### src/rtl/dbr_pkg.sv
package dbr_pkg;
    typedef enum logic [1:0] {
        CLS_ALU  = 2'b00,
        CLS_LDST = 2'b01,
        CLS_JMP  = 2'b10,
        CLS_BR   = 2'b11
    } ins_cls_t;
endpackage

### src/rtl/dbr_ctl.sv
module dbr_ctl
    import dbr_pkg::*;
(
    input  logic     ex_v,
    input  ins_cls_t ex_cls,
    input  logic     ex_slot,
    input  logic     br_cond,
    output logic     stall,
    output logic     redir,
    output logic     slot_err
);
    logic is_cti;
    logic cti_go;

    always_comb begin
        is_cti   = (ex_cls == CLS_JMP) || (ex_cls == CLS_BR);
        cti_go   = (ex_cls == CLS_JMP) || ((ex_cls == CLS_BR) && br_cond);
        stall    = ex_v && (ex_cls == CLS_LDST);
        redir    = ex_v && !ex_slot && cti_go;
        slot_err = ex_v && ex_slot && is_cti;
    end
endmodule

### src/rtl/dbr_pc_next.sv
module dbr_pc_next #(
    parameter int AW = 16
) (
    input  logic          fetch_en,
    input  logic          stall,
    input  logic          redir,
    input  logic [AW-1:0] pc_q,
    input  logic [AW-1:0] tgt,
    output logic [AW-1:0] pc_d
);
    localparam logic [AW-1:0] STEP = AW'(1);

    always_comb begin
        if (!fetch_en || stall) begin
            pc_d = pc_q;
        end else if (redir) begin
            pc_d = tgt;
        end else begin
            pc_d = pc_q + STEP;
        end
    end
endmodule

### src/rtl/dbr_seq.sv
module dbr_seq
    import dbr_pkg::*;
#(
    parameter int AW = 16
) (
    input  logic          clk,
    input  logic          rst_n,
    input  logic [1:0]    dec_cls,
    input  logic [AW-1:0] dec_tgt,
    input  logic          br_cond,
    output logic [AW-1:0] fetch_addr,
    output logic          if_valid,
    output logic          ex_valid,
    output logic [AW-1:0] ex_addr,
    output logic          mem_valid,
    output logic          mem_stb,
    output logic          slot_err
);
    localparam logic [AW-1:0] ONE = AW'(1);

    typedef struct packed {
        logic [AW-1:0] pc;
        logic          if_v;
        logic          ex_v;
        ins_cls_t      ex_cls;
        logic [AW-1:0] ex_tgt;
        logic [AW-1:0] ex_addr;
        logic          ex_slot;
        logic          mem_v;
    } seq_st_t;

    seq_st_t       st_d, st_q;
    logic          stall, redir, err_w;
    logic [AW-1:0] pc_nx;

    dbr_ctl u_ctl (
        .ex_v    (st_q.ex_v),
        .ex_cls  (st_q.ex_cls),
        .ex_slot (st_q.ex_slot),
        .br_cond (br_cond),
        .stall   (stall),
        .redir   (redir),
        .slot_err(err_w)
    );

    dbr_pc_next #(.AW(AW)) u_pc (
        .fetch_en(st_q.if_v),
        .stall   (stall),
        .redir   (redir),
        .pc_q    (st_q.pc),
        .tgt     (st_q.ex_tgt),
        .pc_d    (pc_nx)
    );

    always_comb begin
        st_d         = st_q;
        st_d.pc      = pc_nx;
        st_d.if_v    = 1'b1;
        st_d.ex_v    = st_q.if_v && !stall;
        st_d.ex_cls  = ins_cls_t'(dec_cls);
        st_d.ex_tgt  = dec_tgt;
        st_d.ex_addr = st_q.pc;
        st_d.ex_slot = redir;
        st_d.mem_v   = stall;
    end

    always_ff @(posedge clk or negedge rst_n) begin
        if (!rst_n) begin
            st_q <= '0;
        end else begin
            st_q <= st_d;
        end
    end

    assign fetch_addr = st_q.pc;
    assign if_valid   = st_q.if_v;
    assign ex_valid   = st_q.ex_v;
    assign ex_addr    = st_q.ex_addr;
    assign mem_valid  = st_q.mem_v;
    assign mem_stb    = st_q.mem_v;
    assign slot_err   = err_w;

    // reset state held while reset is low
    always @(posedge clk) begin
        if (!rst_n) begin
            a_reset_idle_r1: assert (fetch_addr == '0 && !if_valid && !ex_valid
                                     && !mem_valid && !slot_err)
                else $error("reset state wrong");
        end
    end

    p_seq_step_r2: assert property (@(posedge clk) disable iff (!rst_n)
        (if_valid && !stall && !redir) |=> (fetch_addr == $past(fetch_addr) + ONE));

    p_ex_follows_fetch_r2: assert property (@(posedge clk) disable iff (!rst_n)
        (if_valid && !stall) |=> (ex_valid && ex_addr == $past(fetch_addr)));

    p_ldst_hold_r3: assert property (@(posedge clk) disable iff (!rst_n)
        (ex_valid && st_q.ex_cls == CLS_LDST)
        |=> (mem_stb && !ex_valid && $stable(fetch_addr)));

    p_mem_only_ldst_r4: assert property (@(posedge clk) disable iff (!rst_n)
        mem_stb |-> $past(ex_valid && st_q.ex_cls == CLS_LDST));

    p_delay_slot_r5: assert property (@(posedge clk) disable iff (!rst_n)
        redir |=> (fetch_addr == $past(st_q.ex_tgt) && ex_valid
                   && ex_addr == $past(fetch_addr)));

    p_slot_ignored_r8: assert property (@(posedge clk) disable iff (!rst_n)
        slot_err |=> (fetch_addr == $past(fetch_addr) + ONE && !slot_err));
endmodule

### config.mk
export PLATFORM = sky130hd
export DESIGN_NAME = dbr_seq
export DESIGN_NICKNAME = d
export VERILOG_FILES = /design/src/rtl/dbr_pkg.sv /design/src/rtl/dbr_ctl.sv /design/src/rtl/dbr_pc_next.sv /design/src/rtl/dbr_seq.sv
export SDC_FILE = /design/constraint.sdc
export NUM_CORES = 1
export LEC_CHECK = 0
export BUFFER_PORTS_ARGS = -buffer_cell sky130_fd_sc_hd__buf_4
export CORE_MARGIN = 1
export CORE_UTILIZATION = 40
export CTS_BUF_LIST = sky130_fd_sc_hd__clkbuf_4 sky130_fd_sc_hd__clkbuf_8
export DETAILED_ROUTE_END_ITERATION = 6
export PLACE_DENSITY = 0.71
export SYNTH_ARGS = -nofsm -noshare
export SYNTH_HDL_FRONTEND = slang
export SYNTH_SLANG_ARGS = --single-unit
### constraint.sdc
create_clock -name clk -period 3.4 [get_ports clk]
set_input_delay 0.34 -clock clk [delete_from_list [all_inputs] [get_ports clk]]
set_output_delay 0.34 -clock clk [all_outputs]
set_load 0.005 [all_outputs]
# Word level (Yosys, flattened, before mapping)
# Cells that the tools add are included.
# totals
ff_bits	54
out_inout_bits	37
elab_cells	26
# op_classes
addsub	1
eq_ne	3
mux	1
n_reduce_logical	13
# ops
operator	n
16-bit by 1-bit adder with 16-bit output, second input constant	1
16-bit two-way mux	1
1-bit logical AND	7
2-bit equality test, second input constant	2
1-bit zero test	3
1-bit logical OR	3
2-bit by 1-bit equality test with 1-bit output, second input constant	1

# Depth between registers and ports, before layout
# depth
ltp_word	5
depth_mapped	6
depth_no_buf	5

# Hierarchy
# From an unflattened synthesis, not the netlist that was laid out.
# hier_totals
cells_unflattened	197
hier_area_um2	2288.4
# by_module_without_submodules
module	n_inst	cells_per_inst	area_each_um2	seq_area_each_um2
dbr_seq	1	89	1616.6	1351.3
dbr_pc_next	1	103	628.1	0.0
dbr_ctl	1	5	43.8	0.0

# Least setup slack after synthesis
# OpenSTA, ideal clock, no wires.
# synth_timing
path_type	flip-flop to flip-flop
start	reg st_q (netlist bit fetch_addr[0])
end	reg st_q (netlist bit fetch_addr[10])
arrival_ns	1.424
required_ns	3.279
slack_ns	1.854
stages_incl_launch_ff	7
path_buffers	1
synth_period_minus_slack_ns	1.546
path_cell_list	dfrtp_1 ha_1 and4_1 buf_2 o211ai_1 o22a_1 o22a_1
# synth_between
elab_chain_cells	2
# synth_lines
item	line_no	text
start: declaration	dbr_seq.sv:32	seq_st_t st_d, st_q;
start signal: assignment	dbr_seq.sv:71	st_q <= st_d;
16-bit by 1-bit adder with 16-bit output	dbr_pc_next.sv:19	pc_d = pc_q + STEP;
16-bit two-way mux	dbr_pc_next.sv:16	end else if (redir) begin
# No other way between the ends.
# A chain may end at the register's enable or synchronous reset.

# Worst setup path after layout
# layout_timing
start	reg st_q[35] (netlist name)
end	reg st_q (netlist bit fetch_addr[2])
# layout_between
elab_chain_cells	5
elab_cells_between_ends	9
# layout_lines
item	line_no	text
2-bit equality test	dbr_ctl.sv:17	cti_go = (ex_cls == CLS_JMP) || ((ex_cls == CLS_BR) && br_cond);
1-bit logical AND	dbr_ctl.sv:17	
1-bit logical OR	dbr_ctl.sv:17	
1-bit logical AND	dbr_ctl.sv:19	redir = ex_v && !ex_slot && cti_go;
16-bit two-way mux	dbr_pc_next.sv:16	
# Parallel ways exist; a longest one is shown, timed or not.

==> summary by stage <==
Route
The highest layer touched by signal routing is met4. Summing over every cut layer, the via total after detailed routing is 1503. The total wirelength of the detailed-routed design is ~4.1 mm. The first-pass detailed-route iteration total is 4.

The detailed-routing wirelength on met1 is between 1.5 and 2 mm. The post-detailed-route DRC marker count is 0. The per-cell via count in the routed design is roughly 5.2. For this block, the initial DRC count from the detailed router was between 100 and 150.

Detailed routing placed a total of a little over 200 um of wire on met3. In the final routed layout, each cell accounts on average for roughly 14 um. Detailed routing placed a total of 1.94 mm of wire on met2.

The count of nets left with antenna violations once routing finished came out at 0.

GRT
For this run, the total global-route usage over all layers was measured as about 15%. The number of antenna violations at the first check in global routing was 0. Global routing finished with a remaining overflow of 0. The number of global-route vias before repair is roughly 1.4k. Entering global routing, the biggest net connects 55 pins. The wire length of the first global-routing pass is between 6 and 7 mm.

Die
For this design the top-level I/O count stands at between 50 and 60. The die height is between 70 and 80 um. The floorplan has 27 rows.

The placeable core area is 5510 um^2. The die extent in x is ~77 um. The initial utilization of the core area, before any placement, comes to 41.3%. The die covers 5990 um^2.

Placement
The wire-length estimate of the detail-placed layout is about 2.8 mm. In this run the cell area measured after placement is ~2500 um^2. The count of input and output buffers is 57. Routability-driven placement finished with a final weighted congestion of 0.794.

Final layout
The total of fill cells in the finished design is between 500 and 600. The share of post-route cells with drive strength above 1 is between 30% and 40%. Summing all non-filler instances in the final layout gives an area of between 2000 and 3000 um^2. The total number of nets in the final design is ~240. The area growth from synthesis to layout is 13.6%. The count of inserted antenna diode cells is 0.

Pwr
Combinational logic is responsible for a little over a quarter of the overall power. The fraction of power spent switching nets is around 30%. The power density of the placed cells is 683 nW/um^2. The total leakage power is about 1.1 nW. Across the VDD grid, the largest voltage drop is between 300 and 400 uV. The internal power of the cells totals around 1.2 mW. Of the total power, the clock network draws 20.7%.

Summed over all nets, the switching power comes to 534 uW. The portion of total power attributed to sequential cells is 53.3%.

Clock network
The number of CTS-inserted buffers is 5. The clock latency on the worst-skew pair is 300 ps. The clock drives 54 sinks. In this run, post-CTS repair resized a total of 0 instances.

The tree is rooted in a sky130_fd_sc_hd__clkbuf_8. Buffers inserted to repair hold after CTS numbered 0. The buffer depth of the longest clock path is 2. TritonCTS built the clock tree. In this run the post-CTS setup repair buffer count came out at 0. The maximum level of the CTS H-tree is 2.

The clock slew seen by the registers of the worst setup and hold paths is 90 ps.

Critical path
The worst setup path is captured at a flop. The biggest fanout along the worst timing path is 18. The worst register-to-register path ends at fetch_addr[2].

The internal reg-to-reg setup slack is around 1400 ps. STA puts the critical path data required time at around 3600 ps. The startpoint identified for the worst register-to-register timing path is st_q[35].

Counting cells, the worst reg-to-reg path comes to 5. The type of the worst setup path is reg -> reg. The worst setup path is launched from a flop.

Data on the critical path arrives at its endpoint at 2160 ps.

Timing
The number of hold violations in the final report is 0. The slew at the pin closest to its max-slew limit is around 740 ps. Across the routed clock network, the largest skew measured is just under 4 ps.

The post-layout minimum cycle time is between 1500 and 2000 ps. The number of pins with negative max-slew slack in the final report is 0. The worst path uses around 58% of the clock period. The number of setup violations in the final report is 0. The fmax is 0.509 GHz. For the final routed database, the setup TNS stands at 0 ps. Setup repair after global routing left no endpoint under its margin. The worst pin sits at a relative slew slack of between 50% and 60%.

Logic synthesis
In this run, synthesis inferred 0 flip-flops with an integrated enable. The count of warnings emitted by yosys is 0. The synthesized design devotes to its leading area cell type between 50% and 60% of total area. The sequential element share of the synthesized area is roughly 59%. Summing the areas of all fa, ha and maj instances in the mapped netlist gives less than 1% of the synthesized area. sky130_fd_sc_hd__dfrtp_1 takes more of the synthesized area than any other cell. The number of nets in the synthesized netlist is ~210. For this run, asynchronously set or reset flops after synthesis account for 100%. Counting flops and latches in the post-synthesis netlist gives 54. The average instance in the mapped netlist occupies ~12 um^2. After synthesis the cells add up to 2270 um^2. The synthesized netlist contains 36 unique library cells.

Measured against the total synthesized area, the mux share comes to 0%. The most used flip-flop cell after synthesis is sky130_fd_sc_hd__dfrtp_1. In the synthesized netlist, the number of instances is 192. Of the total synthesized cell area, the portion taken by XOR and XNOR cells is 0%. The simple-gate share of the synthesized area is 11.2%.

The area fraction in compound gates after synthesis is 14.8%. By area, the combinational part of the netlist is dominated by compound AO/OA/AOI/OAI gates. Ranked by total cell area, the synthesized netlist is headed by sky130_fd_sc_hd__dfrtp_1 59%, sky130_fd_sc_hd__buf_4 11%, sky130_fd_sc_hd__a2bb2oi_1 2.7%, sky130_fd_sc_hd__a21oi_1 2.6%, sky130_fd_sc_hd__and4_1 1.9%.

Run
The max-cap check violation count is 0.

Run status
The run finished with clean final reports.

Min path
In this run the worst hold path is classified as in -> async.
## logic make-up (layout without fill, tap and decap cells)
| family | after synthesis | count (layout) |
|---|---|---|
| DFF | 54 | 54 |
| AOI/OAI and AO/OA | 49 | 49 |
| buffers and inverters | 45 | 68 |
| and+or+nand+nor | 42 | 42 |
| adders and majority gates | 1 | 1 |
| other | 1 | 1 |
## synthesized netlist by cell type, types with 2 or more instances
library cell                count
sky130_fd_sc_hd__nand3_1        7
sky130_fd_sc_hd__o211ai_1       3
sky130_fd_sc_hd__nand4_1        5
sky130_fd_sc_hd__nor3_1         4
sky130_fd_sc_hd__o22ai_1        6
sky130_fd_sc_hd__and4_1         5
sky130_fd_sc_hd__nand3b_1       2
sky130_fd_sc_hd__a21oi_1       12
sky130_fd_sc_hd__clkbuf_1       3
sky130_fd_sc_hd__inv_1          3
sky130_fd_sc_hd__a2bb2oi_1      7
sky130_fd_sc_hd__dfrtp_1       54
sky130_fd_sc_hd__buf_2          3
sky130_fd_sc_hd__buf_6          2
sky130_fd_sc_hd__nand2_1        7
sky130_fd_sc_hd__buf_4         34
sky130_fd_sc_hd__o2111ai_1      2
sky130_fd_sc_hd__nor2_1         4
sky130_fd_sc_hd__o21ai_0        6
sky130_fd_sc_hd__o22a_1         5
sky130_fd_sc_hd__a31oi_1        2
sky130_fd_sc_hd__and3_1         2
## state kept, by name (all words and copies together), names as in the netlist
register and cells:
fetch_addr 16, ex_valid 1, mem_stb 1, ex_addr 16, st_q 19, if_valid 1
## how the worst max path moves through the flow
| stage | startpoint | to | slack, ps | depth (start not counted) |
|---|---|---|---|---|
| after floorplan | fetch_addr[0] | fetch_addr[10] | 1850 | 6 |
| after global placement | st_q[35] | fetch_addr[2] | 1520 | 5 |
| after detailed placement | st_q[35] | fetch_addr[2] | 1470 | 5 |
| after CTS | st_q[35] | fetch_addr[2] | 1460 | 5 |
| after global routing | st_q[35] | fetch_addr[2] | 1280 | 5 |
| final | st_q[35] | fetch_addr[2] | 1440 | 5 |
## cells in the final DEF (no fill, tap or decap), types with 2 or more instances in the layout
cell type / Yosys / final
sky130_fd_sc_hd__buf_4: 34 / 57
sky130_fd_sc_hd__dfrtp_1: 54 / 54
sky130_fd_sc_hd__a21oi_1: 12 / 12
sky130_fd_sc_hd__nand2_1: 7 / 7
sky130_fd_sc_hd__nand3_1: 7 / 7
sky130_fd_sc_hd__a2bb2oi_1: 7 / 7
sky130_fd_sc_hd__o22ai_1: 6 / 6
sky130_fd_sc_hd__o21ai_0: 6 / 6
sky130_fd_sc_hd__clkbuf_8: 0 / 6
sky130_fd_sc_hd__and4_1: 5 / 5
sky130_fd_sc_hd__nand4_1: 5 / 5
sky130_fd_sc_hd__o22a_1: 5 / 5
sky130_fd_sc_hd__nor2_1: 4 / 4
sky130_fd_sc_hd__nor3_1: 4 / 4
sky130_fd_sc_hd__inv_1: 3 / 3
sky130_fd_sc_hd__o211ai_1: 3 / 3
sky130_fd_sc_hd__nand3b_1: 2 / 2
sky130_fd_sc_hd__and3_1: 2 / 2
sky130_fd_sc_hd__o2111ai_1: 2 / 2
sky130_fd_sc_hd__a31oi_1: 2 / 2
## power groups by stage
stage	registers, mW	logic (mW)	clock network [mW]
finish	0.941	0.459	0.366
detailed placement	0.956	0.462	0
global route	0.968	0.508	0.413
floorplan	0.906	0.409	0
global placement	0.952	0.457	0
CTS	0.942	0.464	0.383
## metrics by stage
step | setup WS, ps | total power, mW | hold slack [ps] | util, % | cells
2_1_floorplan | 1850 | 1.31 | 44.4 | - | 192
3_3_place_gp | 1520 | 1.41 | 416 | 45.2 | 279
3_5_place_dp | 1470 | 1.42 | 421 | 45.2 | 279
4_1_cts | 1460 | 1.79 | 79.1 | 46.9 | 287
5_1_grt | 1280 | 1.89 | 103 | 46.9 | 287
6_report | 1440 | 1.77 | 63.6 | 46.9 | 287
## critical path, stage by stage (launching register included)
cell and delay (ps):
sky130_fd_sc_hd__dfrtp_1 410, sky130_fd_sc_hd__nand3b_1 240, sky130_fd_sc_hd__nand2_1 490, sky130_fd_sc_hd__inv_1 360, sky130_fd_sc_hd__o21a_1 190, sky130_fd_sc_hd__o22a_1 170
## per-layer routing
layer / GRT usage (%) / vias up
met5: 0 / -
met4: 6.98 / 0
met3: 4.24 / 4
met2: 22.8 / 46
met1: 20.4 / 744
li1: - / 709
## area by class of cell
| type | count | area [um^2] | share of cell area, % |
|---|---|---|---|
| tap | 72 | 90.1 | 3.49 |
| inverter | 3 | 11.3 | 0.436 |
| sequential | 54 | 1350 | 52.3 |
| clock inverter | 2 | 12.5 | 0.484 |
| multi-input combinational | 93 | 608 | 23.5 |
| timing repair buffer | 57 | 428 | 16.6 |
| clock buffer | 6 | 82.6 | 3.20 |
Note: power is estimated with default switching activity, not from simulation.
